[src/rtl/bldc_pkg.sv]
package bldc_pkg;
  localparam int NPH = 3;
  typedef logic [1:0] phase_idx_t;
  typedef enum logic [1:0] {
    PH_FLOAT = 2'd0,
    PH_HIGH  = 2'd1,
    PH_LOW   = 2'd2
  } phase_drv_e;
endpackage

[src/rtl/hall_sector_decode.sv]
module hall_sector_decode
  import bldc_pkg::*;
(
  input  logic                   [2:0]   hall_i,
  input  logic                           fwd_i,
  output phase_drv_e             [NPH-1:0] drv_o
);
  logic       valid;
  phase_idx_t src_idx, snk_idx, hi_idx, lo_idx;

  // Forward sequence: source (high) and sink (low) phase per code
  always_comb begin
    valid   = 1'b1;
    src_idx = 2'd0;
    snk_idx = 2'd0;
    unique case (hall_i)
      3'b001:  begin src_idx = 2'd0; snk_idx = 2'd1; end
      3'b011:  begin src_idx = 2'd0; snk_idx = 2'd2; end
      3'b010:  begin src_idx = 2'd1; snk_idx = 2'd2; end
      3'b110:  begin src_idx = 2'd1; snk_idx = 2'd0; end
      3'b100:  begin src_idx = 2'd2; snk_idx = 2'd0; end
      3'b101:  begin src_idx = 2'd2; snk_idx = 2'd1; end
      default: valid = 1'b0;
    endcase
  end

  assign hi_idx = fwd_i ? src_idx : snk_idx;
  assign lo_idx = fwd_i ? snk_idx : src_idx;

  for (genvar p = 0; p < NPH; p++) begin : g_phase
    assign drv_o[p] = !valid                  ? PH_FLOAT :
                      (hi_idx == 2'(p))       ? PH_HIGH  :
                      (lo_idx == 2'(p))       ? PH_LOW   : PH_FLOAT;
  end
endmodule

[src/rtl/drive_request.sv]
module drive_request
  import bldc_pkg::*;
(
  input  phase_drv_e [NPH-1:0] drv_i,
  input  logic                 stop_i,
  input  logic                 coast_i,
  input  logic                 pwm_on_i,
  input  logic                 trip_i,
  output logic       [NPH-1:0] want_hi_o,
  output logic       [NPH-1:0] want_lo_o
);
  for (genvar p = 0; p < NPH; p++) begin : g_req
    always_comb begin
      want_hi_o[p] = 1'b0;
      want_lo_o[p] = 1'b0;
      if (stop_i) begin
        want_lo_o[p] = ~coast_i;
      end else begin
        unique case (drv_i[p])
          PH_HIGH: begin
            want_hi_o[p] = pwm_on_i & ~trip_i;
            want_lo_o[p] = ~pwm_on_i & ~trip_i;
          end
          PH_LOW:  want_lo_o[p] = 1'b1;
          default: ;
        endcase
      end
    end
  end
endmodule

[src/rtl/gate_leg_deadtime.sv]
module gate_leg_deadtime #(
  parameter int DEAD_CYC = 4
) (
  input  logic clk,
  input  logic rst_n,
  input  logic want_hi_i,
  input  logic want_lo_i,
  output logic hi_o,
  output logic lo_o
);
  localparam int CW = $clog2(DEAD_CYC + 1);

  logic [CW-1:0] wait_q;
  logic          hi_q, lo_q;
  logic          drop;

  assign drop = (hi_q & ~want_hi_i) | (lo_q & ~want_lo_i);

  always_ff @(posedge clk or negedge rst_n) begin
    if (!rst_n) begin
      hi_q   <= 1'b0;
      lo_q   <= 1'b0;
      wait_q <= '0;
    end else if (drop) begin
      hi_q   <= 1'b0;
      lo_q   <= 1'b0;
      wait_q <= CW'(DEAD_CYC - 1);
    end else if (wait_q != '0) begin
      wait_q <= wait_q - 1'b1;
    end else begin
      hi_q <= want_hi_i;
      lo_q <= want_lo_i;
    end
  end

  assign hi_o = hi_q;
  assign lo_o = lo_q;
endmodule

[src/rtl/bldc_commutator.sv]
module bldc_commutator
  import bldc_pkg::*;
#(
  parameter int DEAD_CYC = 4
) (
  input  logic       clk,
  input  logic       rst_n,
  input  logic [2:0] hall_i,
  input  logic       fwd_i,
  input  logic       stop_i,
  input  logic       coast_i,
  input  logic       pwm_on_i,
  input  logic       trip_i,
  output logic [2:0] gate_hi_o,
  output logic [2:0] gate_lo_o
);
  phase_drv_e [NPH-1:0] drv;
  logic       [NPH-1:0] want_hi, want_lo;

  hall_sector_decode u_dec (
    .hall_i (hall_i),
    .fwd_i  (fwd_i),
    .drv_o  (drv)
  );

  drive_request u_req (
    .drv_i     (drv),
    .stop_i    (stop_i),
    .coast_i   (coast_i),
    .pwm_on_i  (pwm_on_i),
    .trip_i    (trip_i),
    .want_hi_o (want_hi),
    .want_lo_o (want_lo)
  );

  for (genvar p = 0; p < NPH; p++) begin : g_leg
    gate_leg_deadtime #(.DEAD_CYC(DEAD_CYC)) u_leg (
      .clk       (clk),
      .rst_n     (rst_n),
      .want_hi_i (want_hi[p]),
      .want_lo_i (want_lo[p]),
      .hi_o      (gate_hi_o[p]),
      .lo_o      (gate_lo_o[p])
    );
  end
endmodule

[config.mk]
export PLATFORM = sky130hd
export DESIGN_NAME = bldc_commutator
export DESIGN_NICKNAME = d
export VERILOG_FILES = /design/src/rtl/bldc_pkg.sv /design/src/rtl/hall_sector_decode.sv /design/src/rtl/drive_request.sv /design/src/rtl/gate_leg_deadtime.sv /design/src/rtl/bldc_commutator.sv
export SDC_FILE = /design/constraint.sdc
export NUM_CORES = 1
export LEC_CHECK = 0
export ABC_CLOCK_PERIOD_IN_PS = 2100
export BUFFER_PORTS_ARGS = -buffer_cell sky130_fd_sc_hd__buf_4
export CAP_MARGIN = 20
export CORE_MARGIN = 3
export CORE_UTILIZATION = 45
export CTS_CLUSTER_DIAMETER = 50
export CTS_CLUSTER_SIZE = 16
export DETAILED_ROUTE_END_ITERATION = 8
export PLACE_DENSITY = 0.72
export SLEW_MARGIN = 20
export SYNTH_ARGS = -nofsm -noshare
export SYNTH_HDL_FRONTEND = slang
export SYNTH_SLANG_ARGS = --single-unit
[constraint.sdc]
create_clock -name clk -period 2.1 [get_ports clk]
set_input_delay 0.105 -clock clk [delete_from_list [all_inputs] [get_ports clk]]
set_output_delay 0.105 -clock clk [all_outputs]
set_load 0.02 [all_outputs]
=== Word level (Yosys, flattened, before mapping) ===
Cells that the tools add are included.

* $add $sub $neg: 3
* Multipliers: 0
* Div/mod/pow operators: 0
* Order comparisons: 0
* Eq/ne operators: 19
* Shifts and indexed selects: 0
* Mux-type cells: 44
* Bitwise gates (word level): 20
* Reduce and logical (&&, ||, !) cells: 13

{| class="wikitable"
|+ Operators by type and width
! operator !! number
|-
| 1-bit 2-to-1 mux || 22
|-
| 2-bit 2-to-1 mux || 11
|-
| 3-bit 2-to-1 mux || 6
|-
| 2-bit by 1-bit equality test with 1-bit output (second input constant) || 5
|-
| 2-bit equality test (second input constant) || 5
|-
| 3-bit equality test (second input constant) || 3
|-
| 1-bit inverter || 9
|-
| 3-bit nonzero test || 3
|-
| 3-bit by 1-bit subtractor with 3-bit output (second input constant) || 3
|-
| 1-bit AND || 8
|-
| 2-bit one-hot mux with 2 select lines || 2
|-
| 2-bit OR reduction || 4
|-
| 3-bit by 2-bit equality test with 1-bit output (second input constant) || 2
|-
| 2-bit by 1-bit != test with 1-bit output (second input constant) || 3
|-
| 1-bit one-hot mux with 2 select lines || 3
|-
| 2-bit nonzero test || 3
|-
| 6-bit OR reduction || 1
|-
| 2-bit logical NOT || 2
|-
| 3-bit by 1-bit equality test with 1-bit output (second input constant) || 1
|-
| 1-bit bitwise OR || 3
|}

* Register bits after elaboration: 15
* Latch bits: 0
* Bits in writable memories: 0
* ROM bits: 0
* Input port bits: 10
* Output and inout port bits: 6
* Word-level logic and storage cells: 108
* Memories kept: 0

=== Longest topological paths before layout ===
* Depth in word-level cells: 15
* Gate-level depth with buffers: 6
* Mapped depth without buffers: 6

=== By module ===
A second synthesis with hierarchy kept.

* Cells, all modules: 107
* Area total of the unflattened synthesis: 1111.1 µm²

{| class="wikitable"
|+ Modules (own cells, without submodules)
! module !! times used !! cells each !! area an instance (µm²) !! seq. area each (µm²)
|-
| gate_leg_deadtime || 3 || 22 || 264.0 || 125.1
|-
| drive_request || 1 || 27 || 214.0 || 0.0
|-
| hall_sector_decode || 1 || 14 || 105.1 || 0.0
|}

=== Least setup slack after synthesis ===
Ideal clock, no wire load.

* Path kind: register to register
* From: register g_leg[0].u_leg.wait_q[0]
* To: register g_leg[0].u_leg.wait_q[0]
* Library setup time: 131 ps
* Arrival time: 1330 ps
* Required time: 1969 ps
* Setup slack: 639 ps
* Cell stages (with the launch flop): 6
* Buffers on the path: 0
* Clock period less this slack: 1461 ps
* Cells stage by stage: dfrtp_1 inv_1 ha_1 nor2b_1 xnor2_1 or3b_1

* Cells in the longest elaborated chain, start to end: 3
* Elaborated cells on any way between the ends: 5
* Classes of those cells: 1 x add/sub; 2 x mux; 2 x reduce/logical

{| class="wikitable"
|+ RTL lines
! what !! RTL line !! source
|-
| start, declared || gate_leg_deadtime.sv:13 || <nowiki>logic [CW-1:0] wait_q;</nowiki>
|-
| start signal, assigned || gate_leg_deadtime.sv:27 || <nowiki>wait_q <= CW'(DEAD_CYC - 1);</nowiki>
|-
| start signal, assigned || gate_leg_deadtime.sv:29 || <nowiki>wait_q <= wait_q - 1'b1;</nowiki>
|-
| 3-bit by 1-bit subtractor with 3-bit output || gate_leg_deadtime.sv:29 ||
|-
| 3-bit 2-to-1 mux || gate_leg_deadtime.sv:28 || <nowiki>end else if (wait_q != '0) begin</nowiki>
|-
| 3-bit 2-to-1 mux || gate_leg_deadtime.sv:24 || <nowiki>end else if (drop) begin</nowiki>
|}

Several ways; a longest one is shown, not always the timed one. The select of a mux whose other input is x is not followed.
A chain may end at the register's enable or synchronous reset.

=== Worst setup path in the final report ===
Ends and elaborated chain as after synthesis.

==> key figures <==
STA
  • Period utilisation layout: 0.764
  • Pins over their slew limit: 0
  • Max Clock Freq: 0.624 GHz
  • Final setup TNS: 0 ns
  • Slew headroom: 0.711
  • Fin crit period: approximately 1.6 ns
  • Setup violations, final: 0
  • Final hold vios: 0
  • RSZ-0062 raised after global routing: no
  • Worst Max-Slew Pin Slew: about 0.43 ns
  • Worst Skew: 0.0114 ns

Clock network
  • Clock transition at path regs: 0.10 ns
  • Clk_lat worst skew: between 0.2 and 0.3 ns
  • Clock buffer depth: 2
  • Max H-tree Level: 1
  • CTS tree: yes
  • Clock Sinks: 15
  • CTS Root Cell: clkbuf_4
  • Post-CTS setup buffers: 0
  • CTS buffer count: 3

Floorplanning
  • Chip width: around 53 µm
  • Die Area: approximately 2800 µm²
  • Core Area: approximately 2000 µm²
  • Die Span Y: 52.7 µm
  • Rows: 16
  • I/O pins: 16
  • Starting Density: 0.489

Synthesis
  • Synth Instances: about 100
  • Async S/R FF share, synth: 1.00
  • Avg Inst Size Synth: 9.60 µm²
  • Synth area leader: dfrtp_1
  • Synth cell types: 26
  • Ys Warns: 0
  • Top FF cell, synth: dfrtp_1
  • Register area share after synthesis: 0.383
  • Syn Nets: 118
  • #FFs+latches synth: 15
  • Leading post-synthesis cells by cell area: dfrtp_1 (38%), ha_1 (7.7%), buf_4 (5.4%)
  • Yosys top cell area share: 0.383
  • Commonest cells post-synth: dfrtp_1 (15), inv_1 (8), buf_4 (7), nor2_1 (7), nor3b_1 (7)
  • EDFF count, synth: 0
  • Most common cell in the netlist: dfrtp_1
  • Mapped Area: approximately 980 µm²

Global routing
  • First-pass GRT wire length: between 2000 and 3000 µm
  • Total gr overflow: 0
  • Vias in the first global route: between 600 and 700
  • Maximum number of pins on one net before global-route repair: 16
  • All-Layer GR Usage: 0.135
  • Initial antenna violation count: 0

Route
  • Drt drc: 0
  • Routed len/inst: about 11 µm
  • Final WL: around 1600 µm
  • Vias: between 700 and 800
  • Post-DRT Antenna Nets: 0
  • 1st-iter DRT viols: 3
  • Vias/cell: roughly 5.2
  • Pre-Repair DR Iteration Count: 4

Worst hold path
  • Hold Path Class: primary input to async pin

Setup path
  • Crit Path Max Fanout: 5
  • Setup CP Type: flop to flop
  • Crit-path cells: inv_1 > ha_1 > nor2b_1 > xnor2_1 > or3b_1
  • Reg2reg setup slack: roughly 0.5 ns
  • Crit path largest cell delay: between 0.3 and 0.4 ns
  • FF-to-FF path depth: 5
  • Setup crit end kind: flop
  • CP required: around 2.3 ns
  • CP Launch Type: flop
  • Worst path slowest cell: dfrtp_1
  • WP data arrival: roughly 1.8 ns

Power and ir drop
  • Worst VDD drop: between 0.0004 and 0.0005 V
  • Pleak: around 0.52 nW
  • Power Dens Cells: ~1100 nW/µm²

Placed design
  • GPL Wtd Cong: 0.703
  • Port Buffers: 15
  • Detail Placement HPWL: ~1300 µm

Run status
  • Status: finished, final reports clean

Cells and area
  • Fin nets: ~130
  • Final core utilization: 0.555
  • Share of cells above drive strength 1: 0.235
  • Area grow syn2layout: 13.4%
  • ANT cells: 0

Run
  • Max-Cap Viols: 0
[worst max-delay path, delay by kind of cell (launching register included)]
family,cells,cell delay [ns]
simple gates,2,0.67
flops,1,0.37
fa+ha+maj,1,0.18
xor+xnor,1,0.15
buf+inv,1,0.11
[cell type report]
| class | count | area, µm² |
|---|---|---|
| fill | 188 | 891 |
| multi-input combinational | 72 | 522 |
| sequential | 15 | 375 |
| timing repair buffer | 16 | 123 |
| tap | 27 | 33.8 |
| inverter | 8 | 30.0 |
| clock buffer | 3 | 22.5 |
| clock inverter | 1 | 5.00 |
[metrics by stage]
stage / hold WS [ns] / instances / power (mW) / area, µm² / setup WS [ns]
global route: 0.208 / 142 / 1.31 / 1110 / 0.363
finish: 0.200 / 142 / 1.18 / 1110 / 0.496
floorplan: -0.191 / 102 / 0.916 / 980 / 0.639
detailed placement: -0.0285 / 137 / 1.03 / 1070 / 0.510
CTS: 0.187 / 142 / 1.20 / 1110 / 0.480
global placement: -0.0307 / 137 / 1.00 / 1070 / 0.580
[per-layer routing]
metal,share of wire,vias to the layer above,GRT usage
li1,-,377,-
met1,0.47,347,0.171
met2,0.48,12,0.221
met3,0.040,2,0.0285
met4,0.012,0,0.0511
met5,0,-,0
[state kept, by name (all words and copies together) (netlist names)]
register and count:
g_leg.u_leg.wait_q 9, g_leg.u_leg.hi_o 3, g_leg.u_leg.lo_o 3
[kinds of logic (layout without fill, tap and decap cells)]
group,after synthesis,after routing,share of synthesized area
AOI/OAI and AO/OA,12,12,0.0907
and+or+nand+nor,47,47,0.295
xor gates and xnor gates,3,3,0.0268
adders and majority gates,6,6,0.0766
buffers and inverters,15,28,0.0843
muxes,4,4,0.0434
DFF,15,15,0.383
[repair_timing]
| action | 4_1_cts | 5_1_grt |
|---|---|---|
| hold buffers | 1 | 0 |
| endpoints found under the hold margin | 15 | 0 |
| endpoints found under the setup margin | 0 | 0 |
| resized for setup | 0 | 0 |
[final timing paths]
check / start / endpoint
hold reg to reg: g_leg[2].u_leg.lo_o / g_leg[2].u_leg.hi_o
setup / recovery: g_leg[0].u_leg.wait_q[0] / g_leg[0].u_leg.wait_q[0]
hold / removal: rst_n / g_leg[2].u_leg.wait_q[2]
setup reg to reg: g_leg[0].u_leg.wait_q[0] / g_leg[0].u_leg.wait_q[0]
min in group clk: trip_i / g_leg[0].u_leg.hi_o
max in group asynchronous: rst_n / g_leg[1].u_leg.wait_q[0]
[cell usage in the layout, fill, tap and decap left out, types with 2 or more instances in the layout]
| master | instances |
|---|---|
| dfrtp_1 | 15 |
| buf_4 | 15 |
| inv_1 | 8 |
| nor2_1 | 7 |
| nor3b_1 | 7 |
| nor3_1 | 6 |
| nand2_1 | 6 |
| ha_1 | 6 |
| a221oi_1 | 5 |
| o21ai_0 | 4 |
| nand3_1 | 4 |
| nor3b_2 | 3 |
| nor2b_1 | 3 |
| and3b_1 | 3 |
| and2_1 | 3 |
| xnor2_1 | 3 |
| clkbuf_4 | 3 |
| mux2i_1 | 2 |
| mux2_2 | 2 |
[where the power goes]
group	total (mW)	internal (mW)	switching, mW	leakage [nW]
clock network	0.159	0.0704	0.0886	0.0177
logic	0.571	0.285	0.286	0.310
registers	0.452	0.398	0.0540	0.189
total	1.18	0.753	0.429	0.517
No activity file was read; power rests on OpenSTA's default activity.
